**src/rtl/spg_pkg.sv**
```systemverilog
package spg_pkg;
  localparam int CTL_W     = 64;
  localparam int MAX_W     = 16;
  localparam int CUR_LSB   = 32;
  localparam int CUR_W     = 20;
  localparam int EN_BIT    = 17;
  localparam int DISP_BIT  = 19;
  localparam int RAND_BITS = 12;
  localparam int OFF_LSB   = 4;
  localparam int OFF_W     = RAND_BITS - OFF_LSB;
  localparam int COMP      = 1 << (RAND_BITS - 5);
  localparam logic [MAX_W-1:0] MAX_FIELD = '1;
  localparam logic [MAX_W-1:0] CLAMP_LO  = 16'h0081;
  localparam logic [MAX_W-1:0] CLAMP_HI  = 16'hFF80;

  typedef struct packed {
    logic [MAX_W-1:0] max_cnt;
    logic             disp;
  } base_t;

  function automatic logic [CTL_W-1:0] pack_word(input logic [MAX_W-1:0] mx,
                                                 input logic [CUR_W-1:0] cur,
                                                 input logic disp);
    logic [CTL_W-1:0] w;
    w = '0;
    w[MAX_W-1:0] = mx;
    w[EN_BIT] = 1'b1;
    w[DISP_BIT] = disp;
    w[CUR_LSB +: CUR_W] = cur;
    return w;
  endfunction
endpackage

```
**src/rtl/spg_lfsr.sv**
```systemverilog
module spg_lfsr #(
  parameter int              W    = 16,
  parameter logic [W-1:0]    SEED = 16'hF00D,
  parameter logic [W-1:0]    TAPS = 16'h002D
) (
  input  logic         clk,
  input  logic         rst,
  input  logic         adv,
  output logic [W-1:0] nxt
);
  logic [W-1:0] q;
  logic         fb;

  assign fb  = ^(q & TAPS);
  assign nxt = {fb, q[W-1:1]};

  always_ff @(posedge clk) begin
    if (rst)      q <= SEED;
    else if (adv) q <= nxt;
  end
endmodule

```
**src/rtl/spg_base_calc.sv**
```systemverilog
module spg_base_calc
  import spg_pkg::*;
#(
  parameter int REQ_W = 32
) (
  input  logic [REQ_W-1:0] req_period,
  input  logic             wr_mode,
  output logic [MAX_W-1:0] base_max
);
  localparam int SW = REQ_W + 1;
  logic [REQ_W-1:0] shifted;
  logic [SW-1:0]    sum;

  assign shifted = req_period >> 4;
  assign sum     = {1'b0, shifted} + SW'(COMP);

  always_comb begin
    if (wr_mode) begin
      if (sum > SW'(MAX_FIELD)) base_max = MAX_FIELD;
      else                      base_max = sum[MAX_W-1:0];
    end else begin
      if (shifted < REQ_W'(CLAMP_LO))      base_max = CLAMP_LO;
      else if (shifted > REQ_W'(CLAMP_HI)) base_max = CLAMP_HI;
      else                                 base_max = shifted[MAX_W-1:0];
    end
  end
endmodule

```
**src/rtl/spg_randomizer.sv**
```systemverilog
module spg_randomizer
  import spg_pkg::*;
#(
  parameter int LFSR_W = 16
) (
  input  base_t             base,
  input  logic              wr_mode,
  input  logic [LFSR_W-1:0] rnd,
  output logic [CTL_W-1:0]  word
);
  logic [OFF_W-1:0] off;
  logic [MAX_W-1:0] off_ext;
  logic [MAX_W-1:0] mx;
  logic [CUR_W-1:0] cur;

  assign off     = rnd[RAND_BITS-1:OFF_LSB];
  assign off_ext = {{(MAX_W-OFF_W){off[OFF_W-1]}}, off};

  generate
    if (CUR_W > RAND_BITS) begin : g_pad
      assign cur = wr_mode ? {{(CUR_W-RAND_BITS){1'b0}}, rnd[RAND_BITS-1:0]} : '0;
    end else begin : g_nopad
      assign cur = wr_mode ? rnd[CUR_W-1:0] : '0;
    end
  endgenerate

  assign mx   = wr_mode ? base.max_cnt : base.max_cnt + off_ext;
  assign word = pack_word(mx, cur, base.disp);
endmodule

```
**src/rtl/samp_period_gen.sv**
```systemverilog
module samp_period_gen
  import spg_pkg::*;
#(
  parameter int                REQ_W  = 32,
  parameter int                LFSR_W = 16,
  parameter logic [LFSR_W-1:0] SEED   = 16'hF00D,
  parameter logic [LFSR_W-1:0] TAPS   = 16'h002D
) (
  input  logic             clk,
  input  logic             rst,
  input  logic [REQ_W-1:0] req_period,
  input  logic             cur_wr_cap,
  input  logic             disp_mode,
  input  logic             start,
  input  logic             stop,
  input  logic             sample_vld,
  output logic [CTL_W-1:0] ctl_word,
  output logic             ctl_load
);
  logic              running_q;
  logic              wr_mode_q;
  base_t             base_q;
  base_t             base_new;
  base_t             base_sel;
  logic              mode_sel;
  logic              do_start;
  logic              do_rearm;
  logic [LFSR_W-1:0] rnd_nxt;
  logic [MAX_W-1:0]  new_max;
  logic [CTL_W-1:0]  armed_word;

  assign do_start = start && !stop;
  assign do_rearm = sample_vld && running_q && !stop && !start;

  spg_lfsr #(.W(LFSR_W), .SEED(SEED), .TAPS(TAPS)) u_lfsr (
    .clk (clk),
    .rst (rst),
    .adv (do_start || do_rearm),
    .nxt (rnd_nxt)
  );

  spg_base_calc #(.REQ_W(REQ_W)) u_base (
    .req_period (req_period),
    .wr_mode    (cur_wr_cap),
    .base_max   (new_max)
  );

  assign base_new.max_cnt = new_max;
  assign base_new.disp    = disp_mode;
  assign base_sel = do_start ? base_new : base_q;
  assign mode_sel = do_start ? cur_wr_cap : wr_mode_q;

  spg_randomizer #(.LFSR_W(LFSR_W)) u_rand (
    .base    (base_sel),
    .wr_mode (mode_sel),
    .rnd     (rnd_nxt),
    .word    (armed_word)
  );

  always_ff @(posedge clk) begin
    if (rst) begin
      running_q <= 1'b0;
      wr_mode_q <= 1'b0;
      base_q    <= '0;
      ctl_word  <= '0;
      ctl_load  <= 1'b0;
    end else if (stop) begin
      running_q <= 1'b0;
      ctl_word  <= '0;
      ctl_load  <= 1'b1;
    end else if (do_start) begin
      running_q <= 1'b1;
      wr_mode_q <= cur_wr_cap;
      base_q    <= base_new;
      ctl_word  <= armed_word;
      ctl_load  <= 1'b1;
    end else if (do_rearm) begin
      ctl_word  <= armed_word;
      ctl_load  <= 1'b1;
    end else begin
      ctl_load  <= 1'b0;
    end
  end
endmodule

```
**config.mk**
```make
export PLATFORM = sky130hd
export DESIGN_NAME = samp_period_gen
export DESIGN_NICKNAME = d
export VERILOG_FILES = /design/src/rtl/spg_pkg.sv /design/src/rtl/spg_lfsr.sv /design/src/rtl/spg_base_calc.sv /design/src/rtl/spg_randomizer.sv /design/src/rtl/samp_period_gen.sv
export SDC_FILE = /design/constraint.sdc
export NUM_CORES = 1
export LEC_CHECK = 0
export BUFFER_PORTS_ARGS = -buffer_cell sky130_fd_sc_hd__buf_2
export CORE_ASPECT_RATIO = 1.4
export CORE_UTILIZATION = 40
export DETAILED_ROUTE_END_ITERATION = 16
export PLACE_DENSITY = 0.57
export SYNTH_ARGS = -nofsm -noshare
export SYNTH_HDL_FRONTEND = slang
export SYNTH_HIERARCHICAL = 1
export SYNTH_SLANG_ARGS = --single-unit
```
**constraint.sdc**
```tcl
create_clock -name clk -period 11.3 [get_ports clk]
set_input_delay 1.695 -clock clk [delete_from_list [all_inputs] [get_ports clk]]
set_output_delay 1.695 -clock clk [all_outputs]
set_load 0.01 [all_outputs]
```
==> impl_metrics.json <==
{
  "status": "complete, no violations",
  "rsz0062_at_grt": "no",
  "relSlewSlack_pct": 20.3,
  "finalSetupViolations": 0,
  "final_cell_mix": "nand2_1, dfxtp_1, buf_2, a21oi_1, conb_1",
  "post-route-min-period_ns": 6.26,
  "worst-path-stages": 20,
  "layout-drive-gt1-share_pct": 21.3,
  "hpwl_mm": 9.99,
  "antennaDiodeCount": 0,
  "fmax_mhz": 160,
  "regToRegStartpoint": "base_q[1]",
  "synth_area_sq_um": 6020,
  "critPathRequiredTime_ns": 11.56,
  "cp-startpoint": "req_period[11]",
  "cts-resized-gates": 0,
  "core_sq_um": 14600,
  "port_buffers": 99,
  "cp_cell_sequence": "buf_2 -> ha_1 -> nand3_1 -> nor4_1 -> mux2i_1 -> a31oi_1 -> nand3_2 -> o21a_1 -> or2_1 -> mux2_4 -> ha_1 -> fa_1 -> a21o_1 -> a221oi_2 -> nor4b_1 -> a211oi_1 -> xor2_1 -> o21ai_0 -> nand2_1 -> a21oi_1",
  "antenna_left": 0,
  "avgViaCountPerCell": 5.07,
  "layout_commonest_cell": "nand2_1",
  "clockBufferDepth": 2,
  "insertion_delay_ns": 0.34,
  "ir_drop_uv": 111,
  "globalplace.congestion": 0.886,
  "grt_max_degree": 66,
  "skew_ns": 0.00636,
  "htreeDepth": 3,
  "worst_path_largest_cell_delay_ns": 0.42,
  "die_h_microns": 147,
  "fin_crit_sh_pct": 55.4,
  "cts_setup_buffers": 0,
  "start_kind": "input pin",
  "first_pass_iters": 4,
  "root_buffer": "clkbuf_16",
  "power_leakage_uw": 0.00279,
  "maxSlewViolCount": 0,
  "max_slew.worst_pin.slew_ns": 1.20,
  "routed_wl_mm": 13.6,
  "synthCells": 739,
  "critPathSlowestCell": "fa_1",
  "syn_area_per_cell_sq_um": 8.14,
  "cts_tree": "done",
  "nets": 848,
  "wl_per_cell_microns": 13.8,
  "antenna_found_initial": 0,
  "endpoint": "ctl_word[14]",
  "cp-end-kind": "flip-flop",
  "gr-total-overflow": 0,
  "fp.dieW_microns": 106,
  "reg2reg_depth": 11,
  "reg2reg_slack_ns": 8.39,
  "pin_count": 104,
  "row_count": 52,
  "critical-path-top-delay-family": "compound AO/OA/AOI/OAI gates",
  "hold_class": "reg2reg",
  "path_buf_inv": 1,
  "place_ws_ns": 4.75,
  "num_vias": 4979,
  "cts_hold_buf": 0,
  "yosysWarnings": 6,
  "fill_cells": 1506,
  "drv_cap": 0,
  "final.setup.tns_ns": 0,
  "min_delay_path_depth": 2,
  "post-route-drc-count": 0,
  "cp.arrival_ns": 6.52,
  "initial_core_util_pct": 41.3,
  "r2r-end": "ctl_word[14]",
  "path_clk_slew_ns": 0.07,
  "syn_to_final_growth_pct": 8.67,
  "cts.sinks": 100,
  "die_area_sq_um": 15500,
  "grt_use_total_pct": 18.2,
  "p_per_area_nw_per_um2": 125,
  "cp_max_fo": 13,
  "grt_pass1_vias": 4905,
  "cts_buffers": 9,
  "finalHoldViolations": 0,
  "grt_pass1_wl_mm": 23.4,
  "first_iter_violations": 288,
  "setup_slack_ns": 5.04,
  "worstSetupPathType": "in2reg",
  "crit_top_cell": "ha_1"
}
[flip-flops by register name, summed over array words and instances, names as in the netlist]
signal / cells
ctl_word: 64
base_q: 17
u_lfsr/q: 16
ctl_load: 1
running_q: 1
wr_mode_q: 1
[power by group]
group,switching (uW),total [uW],internal [uW]
logic,97.0,164,66.7
clock network,132,280,148
registers,7.70,375,367
[per-layer routing]
metal / track usage (%) / vias up / share of wire (%)
met5: 0 / - / 0
met4: 7.85 / 0 / 3.0
met3: 3.50 / 24 / 5.4
met2: 30.9 / 127 / 47
met1: 22.2 / 2277 / 45
li1: - / 2551 / -
[layout make-up]
| type | count | area (sq um) | share of cell area, % |
|---|---|---|---|
| Clock buffer | 9 | 225 | 3.44 |
| Clock inverter | 5 | 37.5 | 0.574 |
| Inverter | 9 | 33.8 | 0.517 |
| Multi-Input combinational cell | 569 | 3480 | 53.3 |
| Sequential cell | 100 | 2000 | 30.6 |
| Tap cell | 189 | 236 | 3.62 |
| Timing Repair Buffer | 102 | 518 | 7.92 |
[worst reg2reg max path, delay by kind of cell, from the launching register on]
family          cells  cell delay, ns
mux                 1            0.28
fa+ha+maj           2            0.65
xor+xnor            1            0.09
flops               1            0.30
simple gates        2            0.21
compound gates      5            1.32
[metrics by stage]
step	util, %	cell area [sq um]	hold WS [ns]	std cells	power [uW]
2_1_floorplan	-	6140	0.431	772	518
3_3_place_gp	43.1	6270	0.437	969	544
3_5_place_dp	43.1	6270	0.441	969	547
4_1_cts	44.9	6540	0.451	983	827
5_1_grt	44.9	6540	0.464	983	865
6_report	44.9	6540	0.451	983	818
[worst min-delay path by stage]
stage                      start           end  slack, ns
detailed placement  ctl_word[20]  ctl_word[20]       0.44
CTS                 ctl_word[20]  ctl_word[20]       0.45
global route         ctl_word[9]   ctl_word[9]       0.46
floorplan           u_lfsr/q[14]  u_lfsr/q[14]       0.43
finish              ctl_word[35]  ctl_word[35]       0.45
global placement    ctl_word[20]  ctl_word[20]       0.44
(Power assumes the default switching activity.)
